File: src/rtl/usb_rx_parser.sv
module usb_rx_parser (
  input  logic       clk,
  input  logic       rst,
  input  logic       rx_active,
  input  logic       rx_valid,
  input  logic [7:0] rx_data,
  input  logic       rx_error,
  input  logic [6:0] dev_addr,
  output logic       tok_vld,
  output logic [3:0] tok_pid,
  output logic [6:0] tok_addr,
  output logic [3:0] tok_ep,
  output logic       dat_vld,
  output logic [7:0] dat_byte,
  output logic       dat_last,
  output logic       dat_err,
  output logic [3:0] dat_pid
);

  localparam logic [4:0]  RES5  = 5'b01100;
  localparam logic [15:0] RES16 = 16'h800D;

  function automatic logic [4:0] nxt5(input logic [4:0] c, input logic [7:0] d);
    logic [4:0] r;
    r = c;
    for (int i = 0; i < 8; i++)
      r = {r[3:0], 1'b0} ^ ((d[i] ^ r[4]) ? 5'h05 : 5'h00);
    return r;
  endfunction

  function automatic logic [15:0] nxt16(input logic [15:0] c, input logic [7:0] d);
    logic [15:0] r;
    r = c;
    for (int i = 0; i < 8; i++)
      r = {r[14:0], 1'b0} ^ ((d[i] ^ r[15]) ? 16'h8005 : 16'h0000);
    return r;
  endfunction

  logic        busy, got_pid, err_q;
  logic [7:0]  pid_q, h0, h1, h2;
  logic [1:0]  cnt;
  logic [4:0]  c5;
  logic [15:0] c16;

  wire pid_ok  = (pid_q[7:4] == ~pid_q[3:0]);
  wire is_tok  = (pid_q[1:0] == 2'b01) && (pid_q[3:0] != 4'b0101);
  wire is_dat  = (pid_q[1:0] == 2'b11);
  wire byte_in = rx_active & rx_valid;
  wire pkt_end = busy & ~rx_active;
  wire fwd     = byte_in & got_pid & pid_ok & is_dat & (cnt == 2'd3);
  wire tok_ok  = got_pid & pid_ok & is_tok & (cnt == 2'd2) & ~err_q &
                 (c5 == RES5) & (h1[6:0] == dev_addr);
  wire dat_end = got_pid & pid_ok & is_dat & (cnt == 2'd3);

  assign dat_pid = pid_q[3:0];

  always_ff @(posedge clk) begin
    if (rst) begin
      busy <= 1'b0; got_pid <= 1'b0; err_q <= 1'b0; cnt <= 2'd0;
      c5 <= 5'h1F; c16 <= 16'hFFFF;
      pid_q <= 8'h00; h0 <= 8'h00; h1 <= 8'h00; h2 <= 8'h00;
      tok_vld <= 1'b0; tok_pid <= 4'h0; tok_addr <= 7'h00; tok_ep <= 4'h0;
      dat_vld <= 1'b0; dat_byte <= 8'h00; dat_last <= 1'b0; dat_err <= 1'b0;
    end else begin
      tok_vld  <= 1'b0;
      dat_vld  <= 1'b0;
      dat_last <= 1'b0;
      dat_err  <= 1'b0;
      if (rx_active) begin
        busy <= 1'b1;
        if (rx_error) err_q <= 1'b1;
        if (rx_valid) begin
          if (!got_pid) begin
            got_pid <= 1'b1;
            pid_q   <= rx_data;
          end else begin
            if (cnt != 2'd3) cnt <= cnt + 2'd1;
            c5  <= nxt5(c5, rx_data);
            c16 <= nxt16(c16, rx_data);
            h0  <= rx_data;
            h1  <= h0;
            h2  <= h1;
          end
        end
        if (fwd) begin
          dat_vld  <= 1'b1;
          dat_byte <= h2;
        end
      end else if (pkt_end) begin
        busy <= 1'b0; got_pid <= 1'b0; err_q <= 1'b0; cnt <= 2'd0;
        c5 <= 5'h1F; c16 <= 16'hFFFF;
        if (tok_ok) begin
          tok_vld  <= 1'b1;
          tok_pid  <= pid_q[3:0];
          tok_addr <= h1[6:0];
          tok_ep   <= {h0[2:0], h1[7]};
        end
        if (dat_end) begin
          dat_vld  <= 1'b1;
          dat_byte <= h2;
          dat_last <= 1'b1;
          dat_err  <= err_q | (c16 != RES16);
        end
      end
    end
  end

endmodule

File: config.mk
export PLATFORM = sky130hd
export DESIGN_NAME = usb_rx_parser
export DESIGN_NICKNAME = d
export VERILOG_FILES = /design/src/rtl/usb_rx_parser.sv
export SDC_FILE = /design/constraint.sdc
export NUM_CORES = 1
export LEC_CHECK = 0
export BUFFER_PORTS_ARGS = -buffer_cell sky130_fd_sc_hd__clkbuf_2
export CAP_MARGIN = 20
export CORE_MARGIN = 10
export CORE_UTILIZATION = 43
export DETAILED_ROUTE_END_ITERATION = 8
export HOLD_SLACK_MARGIN = 0.03
export PLACE_DENSITY_LB_ADDON = 0.1
export SLEW_MARGIN = 10
export SYNTH_ARGS = -nofsm -noshare
export SYNTH_HDL_FRONTEND = slang
export SYNTH_SLANG_ARGS = --single-unit
export TNS_END_PERCENT = 100
File: constraint.sdc
create_clock -name clk -period 2.8 [get_ports clk]
set_clock_uncertainty 0.2 [all_clocks]
set_input_delay 0.56 -clock clk [delete_from_list [all_inputs] [get_ports clk]]
set_output_delay 0.56 -clock clk [all_outputs]
set_load 0.1 [all_outputs]
# Yosys cells after proc, flatten, opt, wreduce, memory -nomap -nowiden
# Cells that the tools add are included.
# word_totals
word_cells	145
input_bits	20
ff_bits	85
out_inout_bits	31
# op_classes
n_reduce_logical	14
bitwise_logic	53
n_eq_ne	15
n_mux	44
n_addsub	1
# op_table
cell	n
$mux W16	12
$xor A16 B16 Y16	8
$xor A5 B3 Y5	8
$mux W8	4
$mux W3	8
$mux W5	4
$ne A16 B16 Y1 const B	1
$xor A1 B1 Y1	16
$reduce_and A3 Y1	5
$and A1 B1 Y1	14
$mux W1	11
$mux W2	5
$ne A2 B1 Y1 const B	5
$eq A7 B7 Y1	1
$eq A2 B2 Y1 const B	3
$eq A5 B4 Y1 const B	1
$not A1 Y1	5
$eq A4 B4 Y1	1
$ne A4 B3 Y1 const B	1
$not A4 Y4	1
$reduce_and A2 Y1	2
$reduce_and A4 Y1	1
$reduce_bool A2 Y1	2
$reduce_or A4 Y1	1
other kinds (7)	7

# Depth between registers and ports, before layout
# logic_depth
depth_word	27
mapped_depth	8
depth_no_buf	7

# Worst setup path after synthesis
# OpenSTA, ideal clock, no wires.
# synth_timing
kind	input to register
start	input rx_data[5]
end	register c16[15]
path_buffers	1
slack_ns	0.441
arrival_time_ns	2.072
required_ns	2.513
setup_time_ns	0.087
path_stages	7
cell_sequence	buf_2 > xnor2_1 > xor2_1 > xnor3_1 > xor2_1 > nor4_2 > a221oi_2
# synth_via
elab_chain_len	12
# synth_lines
item	line_no	text
from (decl)	6	input logic [7:0] rx_data,
$xor A1 B1 Y1	35	r = {r[14:0], 1'b0} ^ ((d[i] ^ r[15]) ? 16'h8005 : 16'h0000);
$mux W16	35	
$xor A16 B16 Y16	35	
$xor A1 B1 Y1	35	
$mux W16	35	
$xor A16 B16 Y16	35	
$xor A1 B1 Y1	35	
$mux W16	35	
$xor A16 B16 Y16	35	
$mux W16	73	if (!got_pid) begin
$mux W16	72	if (rx_valid) begin
$mux W16	69	if (rx_active) begin
to (signal assigned)	79	c16 <= nxt16(c16, rx_data);
to (decl)	43	logic [15:0] c16;
# Every way passes these cells. The select of a mux whose other input is x is not followed.
# A chain may end at the register's enable or synchronous reset.

# Worst setup path after layout
# layout_timing
start	register pid_q[1]
end	register tok_addr[1]
# layout_via
elab_chain_len	9
word_cells_on_any_way	12
cone_classes	eq/ne (3); bitwise (7); reduce/logical (2)
# layout_lines
item	line_no	text
from (decl)	40	logic [7:0] pid_q, h0, h1, h2;
from (signal assigned)	75	pid_q <= rx_data;
$not A4 Y4	45	wire pid_ok = (pid_q[7:4] == ~pid_q[3:0]);
$eq A4 B4 Y1	45	
$and A1 B1 Y1	51	wire tok_ok = got_pid & pid_ok & is_tok & (cnt == 2'd2) & ~err_q &
$and A1 B1 Y1 (*) (4 in series)	51	
$and A1 B1 Y1 (*)	52	(c5 == RES5) & (h1[6:0] == dev_addr);
$reduce_and A3 Y1 (no line) (*)	n/a	
to (signal assigned)	95	tok_addr <= h1[6:0];
to (decl)	11	output logic [6:0] tok_addr,
# Mark *: on every way between the ends. The rest lies on a longest branch, timed or not.

==> impl_metrics.csv <==
group,metric,value,unit
status,status,"finished, final reports clean",
worst_setup_path,setup.worst_path.start_class,"register",
worst_setup_path,worstSetupPathType,"reg2reg",
clocking,cts_inserted_buffers,9,
floorplan,start_util,44.07,%
worst_setup_path,r2r_end,"tok_addr[1]$_SDFFE_PP0P_",
sta,setup_viol,0,
pwr,p_clk_share,40.0,%
global_routing,antenna_found_initial,0,
placed_design,routabilityCongestion,0.8734,
placed_design,dp_hpwl,6.298,mm
floorplan,dieArea,0.01249,sq mm
yosys,syn_avg_cell_area,9.261,sq um
worst_setup_path,path_max_fanout,12,
pwr,sw_frac_of_total,26.33,%
clocking,cts_hold_buf,0,
yosys,synth.most_common_cell,"dfxtp_1",
yosys,ys_top_cells_by_area,"dfxtp_1, mux2i_1, xnor2_1",
yosys,synth_edf_count,0,
yosys,synth.top_cells.by_count,"dfxtp_1, nand2_1, nor2_1",
worst_hold_path,holdPathStages,2,
pwr,p_seq_share,49.6,%
worst_setup_path,reg2reg_depth,6,
sta,relSlewSlack,51.72,%
sta,hold_violations,0,
pwr,switchingPower,0.6617,mW
global_routing,grt_remaining_overflow,0,
sta,setup-tns-final,0,ps
global_routing,track_usage,13.95,%
routing,dr.pass1.iters,4,
sta,period_needed,2310,ps
placed_design,port_buffers,50,
clocking,cts_tree,"yes",
worst_hold_path,hold_path.startpoint,"tok_pid[0]$_SDFFE_PP0P_",
yosys,synth_ff_type,"dfxtp_1",
yosys,ys_ff_latch,85,
final_layout,drive_above_1_share,19.63,%
pwr,total_power,2.513,mW
final_layout,fin_nets,455,
pwr,p_int,1.852,mW
floorplan,io_pins,51,
yosys,synth_seq_area_share,46.99,%
floorplan,core_area,0.008217,sq mm
pwr,p_per_area,600.9,mW/mm^2
routing,drt_iter0_drc,146,
final_layout,diodes,0,
worst_setup_path,cp.required,2850,ps
yosys,synth_area,0.003621,sq mm
clocking,htree_levels,3,
sta,fmaxAchievable,0.4329,GHz
worst_setup_path,crit_path_end_kind,"register",
worst_setup_path,cpMaxStageDelayCell,"or4_1",
sta,worst_pin_slew,722.6,ps
worst_hold_path,hold_end,"tok_pid[0]$_SDFFE_PP0P_",
sta,slew_viol_final,0,
clocking,insertion_delay,360,ps
clocking,clockRootBuffer,"clkbuf_8",
final_layout,area_growth,15.51,%
yosys,yosys.area.top_type_share,46.99,%
pwr,power.leakage,1.745,nW
worst_setup_path,r2r_start,"pid_q[1]$_SDFFE_PP0P_",
yosys,syn_nets,413,
floorplan,die-height,111.8,microns
global_routing,grt_pass1_wl,14.35,mm
routing,drc_errors,0,
floorplan,die_w,111.8,microns
clocking,path_clk_slew,100,ps
final_layout,fin_util,50.91,%
pwr,pwr-share-comb,10.4,%
yosys,yosys.area.top_type,"dfxtp_1",
sta,period_share,82.50,%
global_routing,grt_pass1_vias,2756,
sta,rsz0062_at_grt,"no",
job,maxCapViolCount,0,
pwr,ir_worst_vdd,0.2482,mV
floorplan,num_rows,33,
yosys,post_synth_num_cell_types,41,
routing,via_per_inst,5.103,
worst_setup_path,cpPeakStageDelay,560,ps
sta,setup_ws,489.9,ps
yosys,syn_inst,391,
routing,wl_per_cell,16.20,microns
global_routing,grt_max_degree,42,
yosys,yosys_warnings,0,
worst_setup_path,ff2ff_setup_slack,490,ps
routing,vias,2771,
yosys,async_flop_share,0,%
clocking,cts_max_path_buffers,2,
clocking,ctsResizeCount,0,
worst_hold_path,min_path_type,"reg2reg",
clocking,post_cts_buffers,0,
routing,antenna_left,0,
final_layout,fillers,800,
worst_setup_path,cp.arrival,2360,ps
routing,wirelength,8.798,mm
placed_design,pre_cts_slack,217.2,ps
clocking,clock_sinks,85,
worst_setup_path,path_cells,"or4_1, nor3_2, nand4_2, buf_4, mux2i_1, nor2_1",
-- how the worst max path moves through the flow --
stage | startpoint | to | slack, ps | cells after the start
2_1_floorplan | rx_data[5] | c16[15]$_SDFFE_PP1P_ | 440 | 7
3_3_place_gp | rx_data[5] | c16[15]$_SDFFE_PP1P_ | 280 | 7
3_5_place_dp | rx_data[5] | c16[15]$_SDFFE_PP1P_ | 220 | 7
4_1_cts | pid_q[1]$_SDFFE_PP0P_ | tok_addr[1]$_SDFFE_PP0P_ | 460 | 6
5_1_grt | pid_q[1]$_SDFFE_PP0P_ | tok_addr[3]$_SDFFE_PP0P_ | 360 | 6
6_report | pid_q[1]$_SDFFE_PP0P_ | tok_addr[1]$_SDFFE_PP0P_ | 490 | 6
-- final cells by class --
| type | instances | area (sq um) | share of cell area [%] |
|---|---|---|---|
| flip-flops and latches | 85 | 1702 | 40.68 |
| clock inverters | 7 | 105.1 | 2.513 |
| multi-input cells | 276 | 1787 | 42.72 |
| well taps | 105 | 131.4 | 3.141 |
| clock buffers | 9 | 123.9 | 2.961 |
| repair buffers | 58 | 322.8 | 7.718 |
| inverters | 3 | 11.26 | 0.2692 |
-- power groups by stage --
stage / sequential (mW) / clock, mW / combinational [mW]
floorplan: 1.27 / 0 / 0.204
global placement: 1.27 / 0 / 0.260
detailed placement: 1.27 / 0 / 0.261
CTS: 1.25 / 1.03 / 0.262
global route: 1.25 / 1.07 / 0.284
finish: 1.25 / 1.00 / 0.262
-- cell families after synthesis --
logic type	share of synthesized area (%)
flops	46.99
buf+inv	3.663
simple gates	19.07
mux	8.017
xor+xnor	12.37
compound gates	9.191
fa+ha+maj	0.6910
-- cell usage in the layout, fill, tap and decap left out, types with 3 or more instances in the layout --
cell type | netlist | layout
dfxtp_1 | 85 | 85
nand2_1 | 50 | 50
clkbuf_2 | 0 | 50
nor2_1 | 41 | 41
a21oi_1 | 30 | 30
mux2i_1 | 29 | 29
xnor2_1 | 26 | 26
xor2_1 | 17 | 17
nand2b_1 | 13 | 13
nor3_1 | 11 | 11
o22ai_1 | 11 | 11
clkbuf_8 | 0 | 9
buf_4 | 5 | 7
nor4_1 | 6 | 6
o21bai_1 | 6 | 6
nor2b_1 | 4 | 4
inv_1 | 3 | 3
nand3_1 | 3 | 3
or2_2 | 3 | 3
-- worst max-delay path, delay by kind of cell, from the launching register on --
family	cells	cell delay, ps
AND/OR/NAND/NOR	4	1150
flip-flops	1	370
buffers and inverters	1	310
multiplexers	1	170
-- layer usage --
metal	vias to the layer above	global-route usage, %	routed length, microns
met5	-	0	0
met4	0	5.741	131
met3	7	3.650	485
met2	70	20.71	3849
met1	1303	18.64	4332
li1	1391	-	-
-- stage by stage --
stage          area [sq um]  hold slack (ps)  cells
3_5_place_dp           3954            236.3    527
5_1_grt                4183            267.8    543
6_report               4183            249.4    543
4_1_cts                4183            251.5    543
2_1_floorplan          3621            232.1    391
3_3_place_gp           3954            231.0    527
-- sequential cells by signal, indices dropped and copies added, names as in the netlist --
name	cells
busy	1
c16	16
c5	5
cnt	2
dat_byte	8
dat_err	1
dat_last	1
dat_vld	1
err_q	1
got_pid	1
h0	8
h1	8
h2	8
pid_q	8
tok_addr	7
tok_ep	4
tok_pid	4
tok_vld	1
No activity file was read; power rests on OpenSTA's default activity.
